[config.mk]
export PLATFORM = sky130hd
export DESIGN_NAME = quad_pos_tracker
export DESIGN_NICKNAME = d
export VERILOG_FILES = /design/src/rtl/qpt_pkg.sv /design/src/rtl/qpt_glitch_filter.sv /design/src/rtl/qpt_step_decode.sv /design/src/rtl/qpt_pos_counter.sv /design/src/rtl/quad_pos_tracker.sv
export SDC_FILE = /design/constraint.sdc
export NUM_CORES = 1
export LEC_CHECK = 0
export BUFFER_PORTS_ARGS = -buffer_cell sky130_fd_sc_hd__buf_2
export CAP_MARGIN = 25
export CORE_ASPECT_RATIO = 0.75
export CORE_MARGIN = 10
export CORE_UTILIZATION = 35
export CTS_CLUSTER_DIAMETER = 150
export CTS_CLUSTER_SIZE = 24
export DETAILED_ROUTE_END_ITERATION = 8
export HOLD_SLACK_MARGIN = 0.02
export SYNTH_ARGS = -nofsm -noshare
export SYNTH_HDL_FRONTEND = slang
export SYNTH_HIERARCHICAL = 1
export SYNTH_SLANG_ARGS = --single-unit
[constraint.sdc]
create_clock -name clk -period 6.7 [get_ports clk]
set_input_delay 0.335 -clock clk [delete_from_list [all_inputs] [get_ports clk]]
set_output_delay 0.335 -clock clk [all_outputs]
set_load 0.01 [all_outputs]
[src/rtl/qpt_pkg.sv]
package qpt_pkg;

  typedef enum int {
    CH_A   = 0,
    CH_B   = 1,
    CH_IDX = 2
  } qpt_chan_e;

  localparam int NUM_CH = 3;

  // Rank of a {A,B} state along the forward Gray walk 00,01,11,10.
  function automatic logic [1:0] gray_rank(input logic [1:0] s);
    return {s[1], s[1] ^ s[0]};
  endfunction

endpackage

[src/rtl/qpt_glitch_filter.sv]
module qpt_glitch_filter #(
  parameter int FILT_W      = 4,
  parameter int SYNC_STAGES = 2
) (
  input  logic              clk,
  input  logic              rst_n,
  input  logic [FILT_W-1:0] len,
  input  logic              din,
  output logic              dout
);

  localparam logic [FILT_W-1:0] ONE = FILT_W'(1);

  logic [SYNC_STAGES-1:0] sync_q;
  logic [FILT_W-1:0]      run_q;
  logic [FILT_W-1:0]      need;
  logic                   s_in;
  logic                   reach;

  always_ff @(posedge clk) begin
    if (!rst_n) sync_q <= '0;
    else        sync_q <= {sync_q[SYNC_STAGES-2:0], din};
  end

  assign s_in  = sync_q[SYNC_STAGES-1];
  assign need  = (len == '0) ? ONE : len;
  assign reach = ({1'b0, run_q} + {{FILT_W{1'b0}}, 1'b1}) >= {1'b0, need};

  always_ff @(posedge clk) begin
    if (!rst_n) begin
      run_q <= '0;
      dout  <= 1'b0;
    end else if (s_in == dout) begin
      run_q <= '0;
    end else if (reach) begin
      run_q <= '0;
      dout  <= s_in;
    end else begin
      run_q <= run_q + ONE;
    end
  end

endmodule

[src/rtl/qpt_step_decode.sv]
module qpt_step_decode
  import qpt_pkg::*;
(
  input  logic       clk,
  input  logic       rst_n,
  input  logic [1:0] ab,
  output logic       step_up,
  output logic       step_dn,
  output logic       step_bad
);

  logic [1:0] prev_q;
  logic [1:0] delta;

  always_ff @(posedge clk) begin
    if (!rst_n) prev_q <= 2'b00;
    else        prev_q <= ab;
  end

  assign delta    = gray_rank(ab) - gray_rank(prev_q);
  assign step_up  = (delta == 2'd1);
  assign step_dn  = (delta == 2'd3);
  assign step_bad = (delta == 2'd2);

endmodule

[src/rtl/qpt_pos_counter.sv]
module qpt_pos_counter #(
  parameter int POS_W = 16
) (
  input  logic             clk,
  input  logic             rst_n,
  input  logic             load,
  input  logic [POS_W-1:0] load_val,
  input  logic             step_up,
  input  logic             step_dn,
  input  logic             step_bad,
  output logic [POS_W-1:0] pos,
  output logic             dir,
  output logic             err
);

  localparam logic [POS_W-1:0] ONE = POS_W'(1);

  always_ff @(posedge clk) begin
    if (!rst_n) begin
      pos <= '0;
      dir <= 1'b0;
      err <= 1'b0;
    end else begin
      if (step_bad) err <= 1'b1;
      if (load) begin
        pos <= load_val;
      end else if (step_up) begin
        pos <= pos + ONE;
        dir <= 1'b1;
      end else if (step_dn) begin
        pos <= pos - ONE;
        dir <= 1'b0;
      end
    end
  end

endmodule

[src/rtl/quad_pos_tracker.sv]
module quad_pos_tracker
  import qpt_pkg::*;
#(
  parameter int POS_W       = 16,
  parameter int FILT_W      = 4,
  parameter int SYNC_STAGES = 2
) (
  input  logic              clk,
  input  logic              rst_n,
  input  logic [FILT_W-1:0] filt_len,
  input  logic [POS_W-1:0]  ref_pos,
  input  logic              enc_a,
  input  logic              enc_b,
  input  logic              enc_idx,
  output logic [POS_W-1:0]  pos,
  output logic              dir,
  output logic              err
);

  logic [NUM_CH-1:0] raw_in;
  logic [NUM_CH-1:0] flt;
  logic              f_a;
  logic              f_b;
  logic              f_idx;
  logic              up;
  logic              dn;
  logic              bad;
  logic              idx_hit;

  assign raw_in[CH_A]   = enc_a;
  assign raw_in[CH_B]   = enc_b;
  assign raw_in[CH_IDX] = enc_idx;

  for (genvar ch = 0; ch < NUM_CH; ch++) begin : g_in
    qpt_glitch_filter #(
      .FILT_W      (FILT_W),
      .SYNC_STAGES (SYNC_STAGES)
    ) u_filt (
      .clk   (clk),
      .rst_n (rst_n),
      .len   (filt_len),
      .din   (raw_in[ch]),
      .dout  (flt[ch])
    );
  end

  assign f_a     = flt[CH_A];
  assign f_b     = flt[CH_B];
  assign f_idx   = flt[CH_IDX];
  assign idx_hit = f_idx & f_a & f_b;

  qpt_step_decode u_dec (
    .clk      (clk),
    .rst_n    (rst_n),
    .ab       ({f_a, f_b}),
    .step_up  (up),
    .step_dn  (dn),
    .step_bad (bad)
  );

  qpt_pos_counter #(.POS_W(POS_W)) u_cnt (
    .clk      (clk),
    .rst_n    (rst_n),
    .load     (idx_hit),
    .load_val (ref_pos),
    .step_up  (up),
    .step_dn  (dn),
    .step_bad (bad),
    .pos      (pos),
    .dir      (dir),
    .err      (err)
  );

endmodule

; ---- Yosys cells after proc, flatten, opt, wreduce, memory -nomap -nowiden
; Index checks and enable logic that the tools add are counted.
; Widths: inputs -> output; s select.
[totals]
mem_bits_ro = 0
latchBits = 0
memories = 0
ff_bits = 41
ram_bits = 0
[classes]
addsub = 9
n_shift = 0
n_eq_ne = 6
mul = 0
n_lt_le_gt_ge = 3
muxes = 6
bitwise_logic = 9
reduce_logical = 10
div_mod_pow = 0
[op_table]
columns = operator, count
row1 = $mux 16, 3
row2 = $add 16x1->16 const B, 1
row3 = $sub 16x1->16 const B, 1
row4 = $add 4x1->5 const B, 3
row5 = $ge 5x4->1, 3
row6 = $add 4x1->4 const B, 3
row7 = $reduce_or 3->1, 3
row8 = $reduce_and 2->1, 4
row9 = $not 1->1, 5
row10 = $eq 2x2->1 const B, 2
row11 = $logic_not 4->1, 1
row12 = $mux 4, 1
row13 = $eq 1x1->1, 3
row14 = $reduce_bool 3->1, 1
row15 = $and 1x1->1, 2
row16 = $eq 2x1->1 const B, 1
row17 = $mux 1, 2
row18 = $reduce_bool 2->1, 1
row19 = $sub 2x2->2, 1
row20 = $xor 1x1->1, 2

; ---- Logic depth before layout (Yosys ltp)
; Gate-level depths: netlist of the first run.
[depth]
word_depth = 6
depth_mapped = 12

; ---- Hierarchy
; Netlist of the first run, hierarchy kept.
[modules_own_cells]
columns = module, n_inst, area_per_inst_um2, seq_area_each_um2, cells_each
row1 = qpt_pos_counter, 1, 1463.9, 360.3, 190
row2 = qpt_glitch_filter, 3, 372.9, 140.1, 36
row3 = qpt_step_decode, 1, 133.9, 40.0, 11
row4 = quad_pos_tracker, 1, 6.3, 0.0, 1

; ---- Worst setup path before layout of the first run
; Ideal clock, no wire load.
[synth_path]
path_kind = reg-to-reg
startpoint = register g_in[0].u_filt.dout
endpoint = register u_cnt.pos[10]
required_time_ns = 6.583
setup_ns = 0.117
synth_period_minus_slack_ns = 3.119
path_stages_with_launch = 13
slack_ns = 3.581
arrival_ns = 3.002
path_cell_list = dfxtp_1 -> xnor2_1 -> ha_1 -> xnor3_2 -> nor2b_4 -> inv_1 -> ha_1 -> a21o_1 -> a211o_1 -> o221ai_2 -> a21boi_1 -> or3_1 -> a32o_1
[synth_via]
elab_chain_cells = 5
word_cells_on_any_way = 9
classes_between = add/sub: 1 / eq/ne: 2 / mux: 2 / bitwise: 3 / reduce/logical: 1
[synth_rtl]
columns = item, line
row1 = "start, declared", qpt_glitch_filter.sv:9  ; output logic dout
row2 = "start signal, assigned", qpt_glitch_filter.sv:37  ; dout <= s_in;
row3 = $xor 1x1->1, qpt_pkg.sv:13  ; return {s[1], s[1] ^ s[0]};
row4 = $sub 2x2->2 (*), qpt_step_decode.sv:20  ; assign delta = gray_rank(ab) - gray_rank(prev_q);
row5 = $eq 2x1->1 (*), qpt_step_decode.sv:21  ; assign step_up = (delta == 2'd1);
row6 = named net up, quad_pos_tracker.sv:25  ; logic up;
row7 = $mux 16, qpt_pos_counter.sv:27  ; end else if (step_up) begin
row8 = $mux 16, qpt_pos_counter.sv:25  ; if (load) begin
row9 = "end signal, assigned", qpt_pos_counter.sv:26  ; pos <= load_val;
row10 = "end signal, assigned", qpt_pos_counter.sv:28  ; pos <= pos + ONE;
row11 = "end signal, assigned", qpt_pos_counter.sv:31  ; pos <= pos - ONE;
row12 = "end, declared", qpt_pos_counter.sv:11  ; output logic [POS_W-1:0] pos,
; Mark *: on every way through the listed nets, which the timed path passes. The rest lies on a longest branch.
; A chain may end at the register's enable or synchronous reset.

; ---- Final worst setup path of the first run
; Same ends and word-level chain as after synthesis.

==> out/results.tsv, run 1 <==
metric	value	unit
status	completed	
ys_seq_area_frac	0.3015	
drv_cap	0	
synthMuxAreaShare	0.01103	
synth.avg_cell_area	8.783	um^2
synth_top_cell_area_share	0.3015	
wirelength	6275	um
synth-seq-cells	41	
p_per_area	184.8	nW/um^2
cp_data_arrival_time	3.68	ns
slew_headroom	0.5619	
hold_viol	0	
min_period	3.497	ns
synth_common_cells	dfxtp_1 (41), nand2_1 (32), ha_1 (30)	
cp-start-kind	flip-flop	
cts_max_path_buffers	2	
die_y	96.38	um
track_usage	0.1098	
vdd_drop_max	79.45	uV
cts_root_buf	clkbuf_8	
rsz0062_at_grt	false	
yosys.area_share.simple	0.1751	
r2r_cells	12	
synth_top_family_by_area	compound AO/OA/AOI/OAI gates	
synth_edf_count	0	
vias	2262	
synth_fp_nets	366	
yosysMostFrequentCell	dfxtp_1	
grt_pass1_wl	10660	um
ctsHtreeMaxLevel	2	
cts_resized	0	
start_util	0.3647	
coreArea	7466	um^2
setup_ws	3.203	ns
cts_setup_buffers	0	
synth_top_area_cell	dfxtp_1	
async_reset_ff_frac	0	
path_depth	12	
path_buf_inv	1	
cts-hold-fix-buffers	0	
io_pins	43	
wl_per_cell	13.76	um
crit_fanout	15	
cts_buffers	5	
initialDrtViolationCount	122	
crit_family	compound AO/OA/AOI/OAI gates	
p_sw	180.1	uW
drv_slew	0	
syn_inst	310	
synthesis.area	2723	um^2
area_growth_syn_to_layout	15.17	%
path_common_cell	ha_1	
synthXorXnorAreaFrac	0.07629	
slowest_stage	dfxtp_1	
preCtsSetupSlack	3.212	ns
finalSetupViolations	0	
slowest_delay	0.44	ns
pwr-share-seq	0.446	
synth_compound_area_frac	0.2564	
combPwrFrac	0.280	
p_leak	0.001458	uW
firstDrtPassIters	4	
crit_chain	xnor2_1 -> ha_1 -> xnor3_2 -> nor2b_4 -> inv_1 -> ha_1 -> a21o_1 -> a211o_1 -> o221ai_2 -> a21boi_1 -> or3_1 -> a32o_1	
setup.worst_path.class	reg2reg	
ys_types	48	
cp_data_required_time	6.89	ns
nets	410	
hold_class	in2reg	
viasPerCell	4.961	
synthTopCellsByArea	dfxtp_1 (30%), ha_1 (14%), o21ai_0 (5.1%)	
drc	0	
path_clk_slew	0.08	ns
grt_max_degree	39	
layout-drive-gt1-share	0.2028	
rrSetupSlack	3.20	ns
globalplace.congestion	0.8664	
clockPowerShare	0.274	
grt_pass1_vias	2323	
ant_nets	0	
synth_ff_type	dfxtp_1	
insertion_delay	0.29	ns
hpwl	4963	um
fmax	0.2860	GHz
overflow	0	
port-buffer-count	42	
intPower	399.4	uW
synthAdderAreaFrac	0.1452	
end_kind	flip-flop	
cts_sinks	41	
tightest_slew	0.6571	ns
cts_tree	done	
r2r-end	u_cnt/pos[10]$_SDFFE_PN0P_	
die_area	11740	um^2
cp-startpoint	g_in[0].u_filt/dout$_SDFFE_PN0P_	
skew	0.006133	ns
antenna_cells	0	
rows	27	
yosysWarningCount	6	
switching_share	0.3108	
fin_crit_sh	0.5219	
antenna_found_initial	0	
fin_setup_tns	0	ns
r2r-start	g_in[0].u_filt/dout$_SDFFE_PN0P_	
die_w	121.8	um
endpoint	u_cnt/pos[10]$_SDFFE_PN0P_	
-- cell usage in the layout (no fill, tap or decap), types with 4 or more instances in the layout --
master    synthesis  routed
buf_2             0      42
dfxtp_1          41      41
nand2_1          32      32
ha_1             30      30
o21ai_0          28      28
nor2_1           18      18
a21oi_1          15      15
inv_1            12      12
xnor2_1          11      11
and2_1           11      11
xor2_1           10      10
o21a_1            8       8
nor2b_1           7       7
inv_2             6       6
clkbuf_8          0       5
a21o_1            5       5
a31oi_1           4       4
o21ai_1           4       4
o211a_1           4       4
-- state kept, by name (all words and copies together) (netlist names) --
register / cells
g_in.u_filt/run_q: 12
g_in.u_filt/dout: 3
u_dec/prev_q: 2
g_in.u_filt/sync_q: 6
u_cnt/pos: 16
u_cnt/err: 1
u_cnt/dir: 1
-- final cells by class --
cell class	instances	area, um^2
Fill cell	746	4330
Multi-Input combinational cell	244	1808
Sequential cell	41	820.8
Timing Repair Buffer	44	225.2
Tap cell	101	126.4
Clock buffer	6	72.57
Inverter	18	67.56
Clock inverter	2	15.01
-- metal layers --
layer	track usage	up-vias	part of all wire
li1	-	1192	-
met1	0.1478	1037	0.53
met2	0.1722	31	0.43
met3	0.03129	2	0.039
met4	0.02079	0	0.0046
met5	0	-	0
-- power by group through the flow --
stage	Sequential (uW)	Clock [uW]	Combinational, uW
6_report	259	159	162
3_5_place_dp	265	0	161
3_3_place_gp	265	0	159
5_1_grt	260	180	182
4_1_cts	259	166	162
2_1_floorplan	265	0	118
-- stage by stage --
stage	cell area, um^2	total power, uW	instances	hold WS, ns	util
after global placement	3048	424.0	448	0.4193	0.4082
after floorplan	2723	383.8	310	0.4118	-
final	3136	579.4	456	0.2575	0.4200
after CTS	3136	587.3	456	0.2453	0.4200
after detailed placement	3048	425.5	448	0.4184	0.4082
after global routing	3136	621.9	456	0.2438	0.4200
-- cell families after synthesis --
logic type               after synthesis
AND/OR/NAND/NOR                       92
flip-flops                            41
multiplexers                           3
adder cells (fa/ha/maj)               31
AO/OA/AOI/OAI                         96
buffers and inverters                 25
XOR/XNOR                              22
-- how the worst min path moves through the flow --
stage | from | end | slack (ns) | cells past startpoint
global route | enc_b | g_in[1].u_filt/sync_q[0]$_SDFF_PN0_ | 0.24 | 2
detailed placement | g_in[0].u_filt/sync_q[0]$_SDFF_PN0_ | g_in[0].u_filt/sync_q[1]$_SDFF_PN0_ | 0.42 | 1
global placement | g_in[0].u_filt/sync_q[0]$_SDFF_PN0_ | g_in[0].u_filt/sync_q[1]$_SDFF_PN0_ | 0.42 | 1
floorplan | g_in[0].u_filt/sync_q[0]$_SDFF_PN0_ | g_in[0].u_filt/sync_q[1]$_SDFF_PN0_ | 0.41 | 1
finish | enc_a | g_in[0].u_filt/sync_q[0]$_SDFF_PN0_ | 0.26 | 2
CTS | enc_a | g_in[0].u_filt/sync_q[0]$_SDFF_PN0_ | 0.25 | 2
No activity file was read; power rests on OpenSTA's default activity.
==> run 2, diff against run 1 <==
==> constraint.sdc (replaced) <==
create_clock -name clk -period 3.5 [get_ports clk]
set_input_delay 0.175 -clock clk [delete_from_list [all_inputs] [get_ports clk]]
set_output_delay 0.175 -clock clk [all_outputs]
set_load 0.01 [all_outputs]
==> run 2 against run 1 <==
Effect of this change:
- total power increased by 100%
- register-to-register slack worse by 3.0 ns
- clock skew grew 0.0046 ns
- sequential share of layout area decreased by 0.20 points
- combinational power is 90% higher
- routed wire length shrank 0.35%
- flip-flop and latch count is the same
- setup slack got worse by 3.0 ns
- core utilization is 0.39 points higher
- critical path type unchanged
- critical endpoint unchanged
- largest power group unchanged
==> out/results.tsv, run 2 (synthesis results as in run 1) <==
metric	value	unit
cp_data_required_time	3.69	ns
track_usage	0.1127	
hold_class	in2reg	
globalplace.congestion	0.8618	
layout-drive-gt1-share	0.2113	
insertion_delay	0.29	ns
r2r-end	u_cnt/pos[10]$_SDFFE_PN0P_	
antenna_cells	0	
r2r_cells	12	
wl_per_cell	13.71	um
overflow	0	
p_sw	335.8	uW
p_leak	0.001480	uW
viasPerCell	5.004	
hold_end	g_in[2].u_filt/sync_q[0]$_SDFF_PN0_	
whs	0.09741	ns
coreArea	7466	um^2
die_w	121.8	um
cp-start-kind	flip-flop	
grt_max_degree	39	
largest_reg_flops	16	
worstHoldStart	enc_idx	
grt_pass1_wl	10960	um
p_per_area	369.3	nW/um^2
rrSetupSlack	0.25	ns
drc	0	
cts_buffers	5	
drv_cap	0	
port-buffer-count	42	
rsz0062_at_grt	false	
end_kind	flip-flop	
intPower	832.7	uW
crit_fanout	10	
path_clk_slew	0.08	ns
fillCellCount	734	
wirelength	6253	um
die_y	96.38	um
pwr-share-seq	0.424	
tightest_slew	0.6595	ns
slew_headroom	0.5603	
cts_sinks	41	
place_area	3055	um^2
nets	411	
top_regs	u_cnt/pos: 16 flops, g_in.u_filt/run_q: 12 flops, g_in.u_filt/sync_q: 6 flops	
die_area	11740	um^2
vias	2282	
grt_pass1_vias	2323	
r2r-start	g_in[1].u_filt/dout$_SDFFE_PN0P_	
antenna_found_initial	0	
fin_crit_sh	0.9291	
hold_viol	0	
start_util	0.3647	
cp_data_arrival_time	3.44	ns
switching_share	0.2874	
whs_path_depth	2	
rows	27	
largest-register	u_cnt/pos	
mostFrequentLayoutCell	buf_2	
cp-startpoint	g_in[1].u_filt/dout$_SDFFE_PN0P_	
cts_root_buf	clkbuf_8	
drv_slew	0	
firstDrtPassIters	4	
combPwrFrac	0.263	
ant_nets	0	
skew	0.01077	ns
ctsHtreeMaxLevel	2	
hpwl	4908	um
status	completed	
cts_max_path_buffers	2	
seq_area	822.0	um^2
finalSetupViolations	0	
fin_setup_tns	0	ns
layout_common_cells	buf_2 (42), dfxtp_1 (40), nand2_1 (32)	
clockPowerShare	0.313	
final_area	3164	um^2
io_pins	43	
vdd_drop_max	217.6	uV
area_growth_syn_to_layout	16.22	%
fmax	0.3075	GHz
multi_input_area	1812	um^2
initialDrtViolationCount	138	
min_period	3.252	ns
cts_tree	done	
setup.worst_path.class	reg2reg	
run 2: changes by cell type in the layout (fill, tap and decap cells not counted), sizes merged:
cell / before / now
clkinvlp: 2 / 0
bufinv: 0 / 1
buf: 44 / 45
clkbuf: 6 / 5
clkinv: 0 / 1
run 2: per-layer routing:
layer | part of all wire | track usage | vias up
met4 | 0.0051 | 0.03168 | 0
met5 | 0 | 0 | -
met1 | 0.52 | 0.1570 | 1029
met2 | 0.42 | 0.1664 | 51
li1 | - | - | 1200
met3 | 0.054 | 0.03071 | 2
run 2: final cells by class:
| class | count | area share |
|---|---|---|
| repair buffers | 45 | 0.07355 |
| clock inverters | 2 | 0.01107 |
| inverters | 18 | 0.02135 |
| flip-flops and latches | 41 | 0.2598 |
| multi-input cells | 244 | 0.5726 |
| well taps | 101 | 0.03994 |
| clock buffers | 5 | 0.02175 |
run 2: power by group through the flow:
stage	logic, uW	clock network (uW)	registers [uW]
after floorplan	227	0	508
after global placement	303	0	507
after detailed placement	305	0	506
after CTS	307	378	495
after global routing	348	398	498
final	307	366	495
run 2: metrics by stage:
step	setup WS, ns	power, uW	utilization	instances
6_report	0.2483	1169	0.4238	456
5_1_grt	0.01422	1244	0.4238	456
4_1_cts	0.2039	1180	0.4232	456
3_5_place_dp	0.2279	811.2	0.4093	449
3_3_place_gp	0.3550	809.1	0.4093	449
2_1_floorplan	0.3810	734.7	-	310
run 2: worst max path at each step:
stage / to / slack (ns) / depth (start not counted)
final: u_cnt/pos[10]$_SDFFE_PN0P_ / 0.25 / 12
after floorplan: u_cnt/pos[10]$_SDFFE_PN0P_ / 0.38 / 12
after global routing: u_cnt/pos[10]$_SDFFE_PN0P_ / 0.01 / 12
after global placement: u_cnt/pos[10]$_SDFFE_PN0P_ / 0.36 / 12
after CTS: u_cnt/pos[10]$_SDFFE_PN0P_ / 0.20 / 12
after detailed placement: u_cnt/pos[10]$_SDFFE_PN0P_ / 0.23 / 12
run 2: what timing repair did:
item,4_1_cts,5_1_grt
hold buffers,0,0
endpoints found under the setup margin,0,2
setup buffers,0,0
gates resized for setup,0,2
run 2: critical path: stages (launching register included):
cell      delay [ns]
dfxtp_1         0.41
xnor2_1         0.10
ha_1            0.21
xnor3_2         0.25
nor2b_4         0.22
inv_1           0.15
buf_4           0.21
ha_1            0.37
a211o_1         0.29
o221ai_2        0.26
a21boi_1        0.12
or3_1           0.31
a32o_1          0.26
